`config.mk`:
```
export PLATFORM = sky130hd
export DESIGN_NAME = fuse_pin_ctrl
export DESIGN_NICKNAME = d
export VERILOG_FILES = /design/src/rtl/fuse_pin_ctrl.sv
export SDC_FILE = /design/constraint.sdc
export NUM_CORES = 1
export LEC_CHECK = 0
export BUFFER_PORTS_ARGS = -buffer_cell sky130_fd_sc_hd__buf_4
export CAP_MARGIN = 20
export CORE_ASPECT_RATIO = 0.8
export CORE_MARGIN = 1
export CORE_UTILIZATION = 40
export CTS_BUF_LIST = sky130_fd_sc_hd__clkbuf_2
export CTS_CLUSTER_DIAMETER = 50
export DETAILED_ROUTE_END_ITERATION = 16
export GPL_TIMING_DRIVEN = 0
export PLACE_DENSITY_LB_ADDON = 0.12
export SETUP_SLACK_MARGIN = 0.15
export SLEW_MARGIN = 20
export SYNTH_ARGS = -nofsm -noshare
export SYNTH_HDL_FRONTEND = slang
export SYNTH_SLANG_ARGS = --single-unit
```
`constraint.sdc`:
```
create_clock -name clk -period 1.7 [get_ports clk]
set_clock_uncertainty 0.1 [all_clocks]
set_input_delay 0 -clock clk [delete_from_list [all_inputs] [get_ports clk]]
set_output_delay 0 -clock clk [all_outputs]
set_load 0.03 [all_outputs]
```
`src/rtl/fuse_pin_ctrl.sv`:
```
module fuse_pin_ctrl #(
  parameter int ADDR_W = 16,
  parameter int CNT_W  = 9
) (
  input  logic              clk,
  input  logic              rst_n,
  input  logic              cfg_we,
  input  logic [2:0]        cfg_addr,
  input  logic [31:0]       cfg_wdata,
  output logic [31:0]       cfg_rdata,
  input  logic              set_we,
  input  logic [3:0]        set_mask,
  input  logic              clr_we,
  input  logic [3:0]        clr_mask,
  output logic              fuse_pgm_n,
  output logic              fuse_cs_n,
  output logic              fuse_strobe,
  output logic              fuse_load,
  output logic [ADDR_W-1:0] fuse_addr
);

  localparam int PAD_W = 32 - CNT_W - 1;
  localparam int AD_PAD = 32 - ADDR_W;

  logic              mod_en, dir_en, auto_en;
  logic [ADDR_W-1:0] addr_q;
  logic [CNT_W-1:0]  cnt_cfg, cnt_q;
  logic [3:0]        pins_q, pins_nxt, set_v, clr_v;
  logic              active, st_drop;

  assign active  = mod_en & dir_en;
  assign set_v   = set_we ? set_mask : 4'b0000;
  assign clr_v   = clr_we ? {clr_mask[3], 1'b0, clr_mask[1:0]} : 4'b0000;
  assign st_drop = pins_q[2] & auto_en & (cnt_q <= CNT_W'(1)) & ~set_v[2];

  always_comb begin
    pins_nxt    = (pins_q | set_v) & ~clr_v;
    pins_nxt[2] = (pins_q[2] & ~st_drop) | set_v[2];
    if (!active) pins_nxt = 4'b0000;
  end

  always_ff @(posedge clk or negedge rst_n) begin
    if (!rst_n) begin
      mod_en  <= 1'b0;
      dir_en  <= 1'b0;
      auto_en <= 1'b0;
      addr_q  <= '0;
      cnt_cfg <= '0;
    end else if (cfg_we) begin
      case (cfg_addr)
        3'd0: {dir_en, mod_en} <= cfg_wdata[1:0];
        3'd1: addr_q <= cfg_wdata[ADDR_W-1:0];
        3'd2: {auto_en, cnt_cfg} <= cfg_wdata[CNT_W:0];
        default: ;
      endcase
    end
  end

  always_ff @(posedge clk or negedge rst_n) begin
    if (!rst_n) begin
      pins_q <= 4'b0000;
      cnt_q  <= '0;
    end else begin
      pins_q <= pins_nxt;
      if (!active) cnt_q <= '0;
      else if (set_v[2]) cnt_q <= cnt_cfg;
      else if (pins_q[2] && auto_en && cnt_q != '0) cnt_q <= cnt_q - CNT_W'(1);
    end
  end

  always_comb begin
    case (cfg_addr)
      3'd0:    cfg_rdata = {30'd0, dir_en, mod_en};
      3'd1:    cfg_rdata = {{AD_PAD{1'b0}}, addr_q};
      3'd2:    cfg_rdata = {{PAD_W{1'b0}}, auto_en, cnt_cfg};
      default: cfg_rdata = 32'd0;
    endcase
  end

  assign fuse_pgm_n  = ~(pins_q[0] & active);
  assign fuse_cs_n   = ~(pins_q[1] & active);
  assign fuse_strobe = pins_q[2] & active;
  assign fuse_load   = pins_q[3] & active;
  assign fuse_addr   = active ? addr_q : '0;


  clr_wins_chk: assert property (@(posedge clk) disable iff (!rst_n)
    (active && clr_we && clr_mask[1]) |=> fuse_cs_n);


  clr_keeps_strobe_chk: assert property (@(posedge clk) disable iff (!rst_n)
    (active && pins_q[2] && !auto_en && !cfg_we) |=> pins_q[2]);


  off_drops_state_chk: assert property (@(posedge clk) disable iff (!rst_n)
    !active |=> (pins_q == 4'b0000));


  strobe_release_chk: assert property (@(posedge clk) disable iff (!rst_n)
    (active && pins_q[2] && auto_en && cnt_q <= CNT_W'(1) && !(set_we && set_mask[2]))
    |=> !pins_q[2]);


  strobe_load_chk: assert property (@(posedge clk) disable iff (!rst_n)
    (active && set_we && set_mask[2]) |=> (pins_q[2] && cnt_q == $past(cnt_cfg)));

endmodule

```
==> results of run 1 <==
==> power breakdown <==
group / switching, mW / total [mW] / internal [mW]
registers: 0.143 / 1.29 / 1.14
logic: 0.610 / 1.23 / 0.623
clock network: 0.316 / 0.406 / 0.0901
==> placed cells by master, fill, tap and decap left out, types with 3 or more instances in the layout <==
cell and count:
a211oi_1 3, a22oi_1 8, clkbuf_2 5, and2_2 6, dfrtp_1 38, dfrtp_2 3
o21ai_0 8, mux2_2 18, inv_1 3, conb_1 16, nand3_1 4, a31oi_1 4
nor2_1 15, a21oi_1 10, buf_6 9, mux2_4 10, buf_4 98, dlygate4sd3_1 32
and3_1 18, nand2_1 5
==> routing by layer <==
| metal | global-route usage (%) | part of all wire (%) |
|---|---|---|
| met1 | 31.1 | 46 |
| met2 | 37.6 | 47 |
| met3 | 4.43 | 5.7 |
| met4 | 6.09 | 1.0 |
| met5 | 0 | 0 |
==> logic make-up (layout without fill, tap and decap cells) <==
kind of cell | Yosys count | in the layout | synth area share [%]
adders and majority gates | 2 | 2 | 1.05
AOI/OAI and AO/OA | 44 | 44 | 12.1
other | 1 | 16 | 0.158
and+or+nand+nor | 70 | 70 | 18.1
xor gates and xnor gates | 1 | 1 | 0.369
DFF | 41 | 41 | 43.2
muxes | 30 | 30 | 15.7
buffers and inverters | 33 | 158 | 9.33
==> metrics by stage <==
stage	setup WS [ps]	setup TNS [ps]	total power [mW]	util, %
6_report	-23.3	-46.1	2.92	65.8
5_1_grt	-77.8	-329	3.09	65.8
4_1_cts	31.4	0	2.84	63.4
3_5_place_dp	-54.8	-106	2.29	54.4
3_3_place_gp	-55.1	-105	2.27	54.4
2_1_floorplan	124	0	1.94	-
==> layout make-up <==
class | instances | share of cell area [%]
inverter | 4 | 0.409
tap | 78 | 2.66
sequential | 41 | 28.0
clock buffer | 5 | 0.681
clock inverter | 3 | 0.340
buffer | 29 | 6.71
timing repair buffer | 117 | 26.6
multi-input combinational | 163 | 34.6
==> state kept, by name, summed over array words and instances (netlist names) <==
| register | flops |
|---|---|
| auto_en | 1 |
| mod_en | 1 |
| dir_en | 1 |
| pins_q | 4 |
| addr_q | 16 |
| cnt_q | 9 |
| cnt_cfg | 9 |
==> critical path: stages (launching register included) <==
cell and delay [ps]:
dfrtp_2 490, buf_4 150, or4_4 550, o311ai_4 260, a21oi_2 80
==> final timing paths <==
| path | slack [ps] | startpoint | endpoint |
|---|---|---|---|
| setup / recovery | -20 | cnt_q[5]$_DFFE_PN0P_ | cnt_q[8]$_DFFE_PN0P_ |
| hold / removal | 190 | clr_mask[3] | pins_q[3]$_DFF_PN0_ |
| setup reg to reg | -20 | cnt_q[5]$_DFFE_PN0P_ | cnt_q[8]$_DFFE_PN0P_ |
| hold reg to reg | 450 | addr_q[10]$_DFFE_PN0P_ | addr_q[10]$_DFFE_PN0P_ |
| max in group asynchronous | 560 | rst_n | auto_en$_DFFE_PN0P_ |
| min in group asynchronous | 560 | rst_n | addr_q[5]$_DFFE_PN0P_ |
==> timing repair <==
item,4_1_cts,5_1_grt
endpoints found under the setup margin,28,24
resized for setup,21,24
hold endpoints to repair,74,0
hold buffers,32,0
gates cloned,0,0
buffers inserted,10,9
pin swaps,13,9
==> impl_metrics.env, run 1 <==
export IMPL_fin_ws_ps=-23.3
export IMPL_numCtsBuffers=5
export IMPL_ys_flop_type="dfrtp_1"
export IMPL_vdd_drop_max_mv=0.556
export IMPL_synthArstFlopShare_pct=100
export IMPL_wire_per_inst_um=15.1
export IMPL_clk_latency_ps=400
export IMPL_finalSetupViolCount=2
export IMPL_grt_pass1_wl_mm=10.9
export IMPL_cts_sinks=41
export IMPL_dieArea_um2=6250
export IMPL_synth_largest_area_cell="dfrtp_1"
export IMPL_multiInputGateArea_um2=1270
export IMPL_yosys_cell_types_count=47
export IMPL_htreeDepth=2
export IMPL_die_w_um=88.1
export IMPL_syn_avg_cell_area_um2=10.7
export IMPL_numPortBuffers=66
export IMPL_fmax_ghz=0.580
export IMPL_reg2regPathDepth=4
export IMPL_fillers=470
export IMPL_start_util_pct=42.5
export IMPL_vias=2165
export IMPL_max_cap_viol_count=0
export IMPL_grt_remaining_overflow=0
export IMPL_finalNonFillerCells=440
export IMPL_violations="negative setup slack"
export IMPL_gp_congestion=0.796
export IMPL_cp_required_ps=1900
export IMPL_die_h_um=70.9
export IMPL_synth_edf_count=0
export IMPL_drtAntennaViolNets=0
export IMPL_cts_tree="yes"
export IMPL_rsz0062_at_grt="yes"
export IMPL_grt_total_usage_pct=23.0
export IMPL_first_pass_iters=4
export IMPL_post_synth_main_area_contributors="dfrtp_1 (43%), mux2_2 (8.5%), mux2_4 (6.3%)"
export IMPL_route_detailed_drc=0
export IMPL_ys_warn_count=0
export IMPL_routed_wl_mm=6.65
export IMPL_cts_root_buf="clkbuf_2"
export IMPL_diodes=0
export IMPL_synth_top_area_share_pct=43.2
export IMPL_drt_iter0_markers=91
export IMPL_layout_drive_gt1_share_pct=48.3
export IMPL_arrival_ps=1920
export IMPL_period_minus_slack_ps=1720
export IMPL_slew_violations=0
export IMPL_whs_ps=195
export IMPL_holdPathStages=3
export IMPL_grt_max_degree=42
export IMPL_synth_seq_cells=41
export IMPL_dpl_cell_count=381
export IMPL_outcome="finished, violations left"
export IMPL_rows=24
export IMPL_fin_area_um2=3670
export IMPL_syn_area_um2=2370
export IMPL_placed_area_um2=3040
export IMPL_synthToLayoutAreaGrowth_pct=54.7
export IMPL_seq_area_frac_synth_pct=43.2
export IMPL_max_slew_margin_pct=64.8
export IMPL_cp_start_kind="register"
export IMPL_synthCells=222
export IMPL_cts_buffer_depth=2
export IMPL_finalHoldViolCount=0
export IMPL_antenna_found_initial=0
export IMPL_worst_pin_slew_ps=528
export IMPL_fin_nets=411
export IMPL_cp_end_kind="register"
export IMPL_p_leak_nw=1.77
export IMPL_hold_path_class="in2reg"
export IMPL_synth_most_common_cell="dfrtp_1"
export IMPL_boundaryPins=100
export IMPL_path_class="reg2reg"
export IMPL_fin_crit_sh_pct=101
export IMPL_core_area_um2=5590
export IMPL_first_global_vias=2229
export IMPL_crit_fanout=4
export IMPL_hpwl_mm=4.35
export IMPL_clkTransAtPathRegs_ps=200
export IMPL_final_seq_area_um2=1030
export IMPL_viasPerCell=4.92
export IMPL_cellPowerDensity_nw_per_um2=796
export IMPL_synth_common_cells="dfrtp_1 (41), and3_1 (18), mux2_2 (18)"
Note: power is estimated with default switching activity, not from simulation.
==> run 2: changes to the inputs <==
--- a/config.mk
+++ b/config.mk
@@ -20,3 +20,4 @@
 export SYNTH_ARGS = -nofsm -noshare
 export SYNTH_HDL_FRONTEND = slang
 export SYNTH_SLANG_ARGS = --single-unit
+export TNS_END_PERCENT = 20
==> run 2 against run 1 <==
Maximum frequency rose by 1.8%. Highest routed layer unchanged. The flow now finishes without violations. Clock-buffer cell count unchanged. Combinational power decreased by 4%. First-iteration DRC count fell by 24%. Flip-flop and latch count is the same. Register-to-register slack improved by 30 ps. Global-route usage is 0.39 points lower. Setup slack improved by 30 ps.
==> impl_metrics.env, run 2 (same netlist as run 1, synthesis figures left out) <==
export IMPL_outcome="completed"
export IMPL_dieArea_um2=6250
export IMPL_final_common_cell="buf_4"
export IMPL_cpMaxStageDelayCell="dfrtp_1"
export IMPL_multiInputGateArea_um2=1250
export IMPL_htreeDepth=2
export IMPL_vias=2147
export IMPL_largest_reg_flops=16
export IMPL_path_class="reg2reg"
export IMPL_cts_buffer_depth=2
export IMPL_cpLargestDelayFamily="flip-flops"
export IMPL_first_pass_iters=4
export IMPL_drt_iter0_markers=69
export IMPL_whs_ps=185
export IMPL_wire_per_inst_um=15.1
export IMPL_fmax_ghz=0.591
export IMPL_die_w_um=88.1
export IMPL_gp_congestion=0.796
export IMPL_fin_nets=405
export IMPL_grt_max_degree=42
export IMPL_fin_crit_sh_pct=99.6
export IMPL_reg_top3="addr_q (16), cnt_cfg (9), cnt_q (9)"
export IMPL_routed_wl_mm=6.55
export IMPL_cts_tree="yes"
export IMPL_cpPeakStageDelay_ps=530
export IMPL_period_minus_slack_ps=1690
export IMPL_power_share_sequential_pct=44.3
export IMPL_fin_area_um2=3640
export IMPL_diodes=0
export IMPL_p_leak_nw=1.75
export IMPL_drtAntennaViolNets=0
export IMPL_pwr_share_clk_pct=15.2
export IMPL_crit_chain="nor4_4, a41oi_2, xnor2_1, a211oi_1"
export IMPL_route_detailed_drc=0
export IMPL_hpwl_mm=4.28
export IMPL_most_common_layout_cells="buf_4 (86), dfrtp_1 (39), dlygate4sd3_1 (32)"
export IMPL_numCtsBuffers=5
export IMPL_numPortBuffers=66
export IMPL_r2r_slack_ps=7
export IMPL_grt_pass1_wl_mm=10.7
export IMPL_hold_path_class="in2reg"
export IMPL_cp_end_kind="register"
export IMPL_path_buf_inv=0
export IMPL_slew_violations=0
export IMPL_finalSetupViolCount=0
export IMPL_regMostFlops="addr_q"
export IMPL_cts_sinks=41
export IMPL_cp_start_kind="register"
export IMPL_max_cap_viol_count=0
export IMPL_switching_share_pct=37.1
export IMPL_die_h_um=70.9
export IMPL_worst_pin_slew_ps=520
export IMPL_rsz0062_at_grt="yes"
export IMPL_cellPowerDensity_nw_per_um2=802
export IMPL_finalHoldViolCount=0
export IMPL_grt_total_usage_pct=22.6
export IMPL_viasPerCell=4.95
export IMPL_grt_remaining_overflow=0
export IMPL_layout_drive_gt1_share_pct=46.9
export IMPL_final_seq_area_um2=1030
export IMPL_vdd_drop_max_mv=0.413
export IMPL_boundaryPins=100
export IMPL_synthToLayoutAreaGrowth_pct=53.2
export IMPL_antenna_found_initial=0
export IMPL_arrival_ps=1920
export IMPL_crit_fanout=7
export IMPL_fillers=481
export IMPL_net_switching_power_mw=1.08
export IMPL_p_comb_share_pct=40.5
export IMPL_clkTransAtPathRegs_ps=230
export IMPL_rows=24
export IMPL_first_global_vias=2165
export IMPL_internal_power_mw=1.84
export IMPL_start_util_pct=42.5
export IMPL_cts_root_buf="clkbuf_2"
export IMPL_fin_tns_setup_ps=0
export IMPL_core_area_um2=5590
export IMPL_max_slew_margin_pct=64.9
export IMPL_placed_area_um2=3030
export IMPL_cp_required_ps=1930
export IMPL_clk_latency_ps=410
-- run 2: path summary, 6_finish.rpt --
check | depth (start not counted) | from | endpoint
max | 4 | cnt_q[4]$_DFFE_PN0P_ | cnt_q[0]$_DFFE_PN0P_
min | 3 | clr_mask[1] | pins_q[1]$_DFF_PN0_
max reg2reg | 4 | cnt_q[4]$_DFFE_PN0P_ | cnt_q[0]$_DFFE_PN0P_
min reg2reg | 1 | addr_q[15]$_DFFE_PN0P_ | addr_q[15]$_DFFE_PN0P_
max in group asynchronous | 3 | rst_n | cnt_cfg[2]$_DFFE_PN0P_
min in group asynchronous | 3 | rst_n | addr_q[5]$_DFFE_PN0P_
-- run 2: metal layers --
layer	wire, um	GRT usage, %	vias up
met1	3240	31.3	1016
met2	2890	35.2	73
met3	320	5.25	12
met5	0	0	-
li1	-	-	1046
met4	99	6.81	0
-- run 2: cell type report --
class	count	share of cell area [%]
timing repair buffer	111	26.1
clock inverter	3	0.482
buffer	29	6.88
clock buffer	5	0.688
inverter	4	0.413
sequential	41	28.3
tap	78	2.68
multi-input combinational	163	34.4
-- run 2: worst min-delay path, cell delays in order --
cell	delay, ps
dlygate4sd3_1	530
buf_4	100
a211oi_1	50
-- run 2: repair_timing --
item,in CTS,in global routing
gates resized for setup,20,32
hold endpoints to repair,74,0
pin swaps,8,17
buffers inserted,11,2
setup endpoints to repair,28,33
hold buffers,32,0
-- run 2: metrics by stage --
stage | total power, mW | setup WS [ps] | cells | utilization (%)
2_1_floorplan | 1.93 | 115 | 237 | -
4_1_cts | 2.86 | 51.7 | 432 | 63.3
6_report | 2.92 | 7.12 | 434 | 65.1
3_5_place_dp | 2.28 | -92.1 | 381 | 54.2
3_3_place_gp | 2.26 | -90.2 | 381 | 54.2
5_1_grt | 3.10 | -108 | 434 | 65.1
-- run 2: power groups by stage --
| stage | logic (mW) | clock network, mW | registers, mW |
|---|---|---|---|
| after floorplan | 0.676 | 0 | 1.25 |
| after global placement | 0.969 | 0 | 1.29 |
| after detailed placement | 0.978 | 0 | 1.30 |
| after CTS | 1.12 | 0.458 | 1.28 |
| after global routing | 1.27 | 0.503 | 1.32 |
| final | 1.18 | 0.443 | 1.29 |
==> run 3: changes to the inputs <==
--- a/config.mk
+++ b/config.mk
@@ -7,7 +7,6 @@
 export LEC_CHECK = 0
 export BUFFER_PORTS_ARGS = -buffer_cell sky130_fd_sc_hd__buf_4
 export CAP_MARGIN = 20
-export CORE_ASPECT_RATIO = 0.8
 export CORE_MARGIN = 1
 export CORE_UTILIZATION = 40
 export CTS_BUF_LIST = sky130_fd_sc_hd__clkbuf_2
==> run 3 against run 2 <==
The flow now finishes with violations (negative hold slack). First-iteration DRC count grew 29%. Utilization fell by 0.69 points. Via count shrank 0.51%. Wire length grew 0.38%. Critical path depth down 1. Power is 1.2% lower. Setup slack improved by 47 ps. Critical endpoint is now cnt_q[6]$_DFFE_PN0P_.
==> impl_metrics.env, run 3 (same netlist as run 1, synthesis figures left out) <==
export IMPL_cts_sinks=41
export IMPL_cts_root_buf="clkbuf_2"
export IMPL_viasPerCell=4.98
export IMPL_synthToLayoutAreaGrowth_pct=52.2
export IMPL_hold_path_class="in2async"
export IMPL_rsz0062_at_grt="yes"
export IMPL_finalHoldViolCount=29
export IMPL_slew_violations=0
export IMPL_finalNonFillerCells=429
export IMPL_cts_buffer_depth=2
export IMPL_vias=2136
export IMPL_regMostFlops="addr_q"
export IMPL_first_pass_iters=4
export IMPL_p_leak_nw=1.74
export IMPL_dpl_cell_count=375
export IMPL_route_detailed_drc=0
export IMPL_cpMaxStageDelayCell="or4_4"
export IMPL_numCtsBuffers=5
export IMPL_fin_total_pwr_mw=2.88
export IMPL_grt_total_usage_pct=22.2
export IMPL_period_minus_slack_ps=1650
export IMPL_outcome="finished, violations left"
export IMPL_grt_remaining_overflow=0
export IMPL_first_global_vias=2134
export IMPL_arrival_ps=1880
export IMPL_rows=27
export IMPL_most_common_layout_cells="buf_4 (97), dfrtp_1 (36), dlygate4sd3_1 (31)"
export IMPL_gp_congestion=0.764
export IMPL_core_area_um2=5610
export IMPL_reg_top3="addr_q (16), cnt_cfg (9), cnt_q (9)"
export IMPL_crit_chain="or4_4, o311a_1, nor2_1"
export IMPL_max_slew_margin_pct=61.5
export IMPL_grt_max_degree=31
export IMPL_finalSetupViolCount=0
export IMPL_cts_tree="yes"
export IMPL_fin_util_pct=64.4
export IMPL_path_buf_inv=0
export IMPL_cp_required_ps=1930
export IMPL_pre_cts_ws_ps=-85.0
export IMPL_violations="negative hold slack"
export IMPL_fmax_ghz=0.608
export IMPL_htreeDepth=2
export IMPL_start_util_pct=42.3
export IMPL_die_w_um=79.1
export IMPL_r2r_slack_ps=50
export IMPL_cellPowerDensity_nw_per_um2=798
export IMPL_routed_wl_mm=6.57
export IMPL_cpLargestDelayFamily="simple AND/OR/NAND/NOR gates"
export IMPL_max_cap_viol_count=0
export IMPL_wire_per_inst_um=15.3
export IMPL_ctsHoldBuffers=32
export IMPL_fin_ws_ps=54.2
export IMPL_fin_nets=406
export IMPL_drtAntennaViolNets=0
export IMPL_whs_ps=-55.4
export IMPL_vdd_drop_max_mv=0.548
export IMPL_worst_pin_slew_ps=577
export IMPL_numPortBuffers=66
export IMPL_path_class="reg2reg"
export IMPL_fin_crit_sh_pct=96.8
export IMPL_reg2regPathDepth=3
export IMPL_dieArea_um2=6250
export IMPL_cp_end_kind="register"
export IMPL_clk_latency_ps=400
export IMPL_antenna_found_initial=0
export IMPL_grt_pass1_wl_mm=10.5
export IMPL_cp_start_kind="register"
export IMPL_largest_reg_flops=16
export IMPL_cp_depth=3
export IMPL_final_common_cell="buf_4"
export IMPL_boundaryPins=100
export IMPL_diodes=0
export IMPL_hpwl_mm=4.28
export IMPL_cpPeakStageDelay_ps=580
export IMPL_layout_drive_gt1_share_pct=48.5
export IMPL_clkTransAtPathRegs_ps=200
export IMPL_drt_iter0_markers=89
export IMPL_crit_fanout=3
export IMPL_die_h_um=79.1
run 3: cell count changes in the layout (fill, tap and decap cells not counted), sizes merged:
cell and delta:
buf +1, clkbuf +1, clkinvlp -1, dlygate4sd3 -1
dlymetal6s4s +1
run 3: path summary, 6_finish.rpt:
check | start | endpoint
setup / recovery | cnt_q[6]$_DFFE_PN0P_ | cnt_q[6]$_DFFE_PN0P_
hold / removal | rst_n | addr_q[8]$_DFFE_PN0P_
setup reg to reg | cnt_q[6]$_DFFE_PN0P_ | cnt_q[6]$_DFFE_PN0P_
hold reg to reg | addr_q[4]$_DFFE_PN0P_ | addr_q[4]$_DFFE_PN0P_
max in group asynchronous | rst_n | auto_en$_DFFE_PN0P_
min in group clk | clr_mask[3] | pins_q[3]$_DFF_PN0_
run 3: layout make-up:
| cell class | count | area, um2 |
|---|---|---|
| Buffer | 29 | 244 |
| Clock buffer | 6 | 30.0 |
| Clock inverter | 2 | 10.0 |
| Fill cell | 482 | 1990 |
| Inverter | 4 | 15.0 |
| Multi-Input combinational cell | 163 | 1260 |
| Sequential cell | 41 | 1030 |
| Tap cell | 72 | 90.1 |
| Timing Repair Buffer | 112 | 927 |
run 3: timing repair:
item                                   in CTS  in global routing
setup buffers                              10                  4
pin swaps                                   8                 13
setup endpoints to repair                  28                 49
endpoints found under the hold margin      75                 29
gates resized for setup                    17                 33
run 3: layer usage:
metal	share of wire, %	GRT usage (%)	vias up
li1	-	-	1048
met1	45	28.9	1007
met2	49	37.8	71
met3	4.0	3.45	10
met4	1.6	6.73	0
met5	0	0	-
run 3: where the power goes:
group,leakage [nW],internal (mW),switching [mW],total (mW)
Combinational,1.20,0.588,0.581,1.17
Sequential,0.509,1.14,0.152,1.30
Clock,0.0327,0.103,0.315,0.419
run 3: through the flow:
stage | TNS (ps) | hold slack (ps) | instance area [um2]
finish | 0 | -55.4 | 3610
detailed placement | -153 | -81.8 | 3020
global route | -15.0 | -51.7 | 3610
floorplan | 0 | -396 | 2430
global placement | -164 | -78.1 | 3020
CTS | 0 | -65.8 | 3510
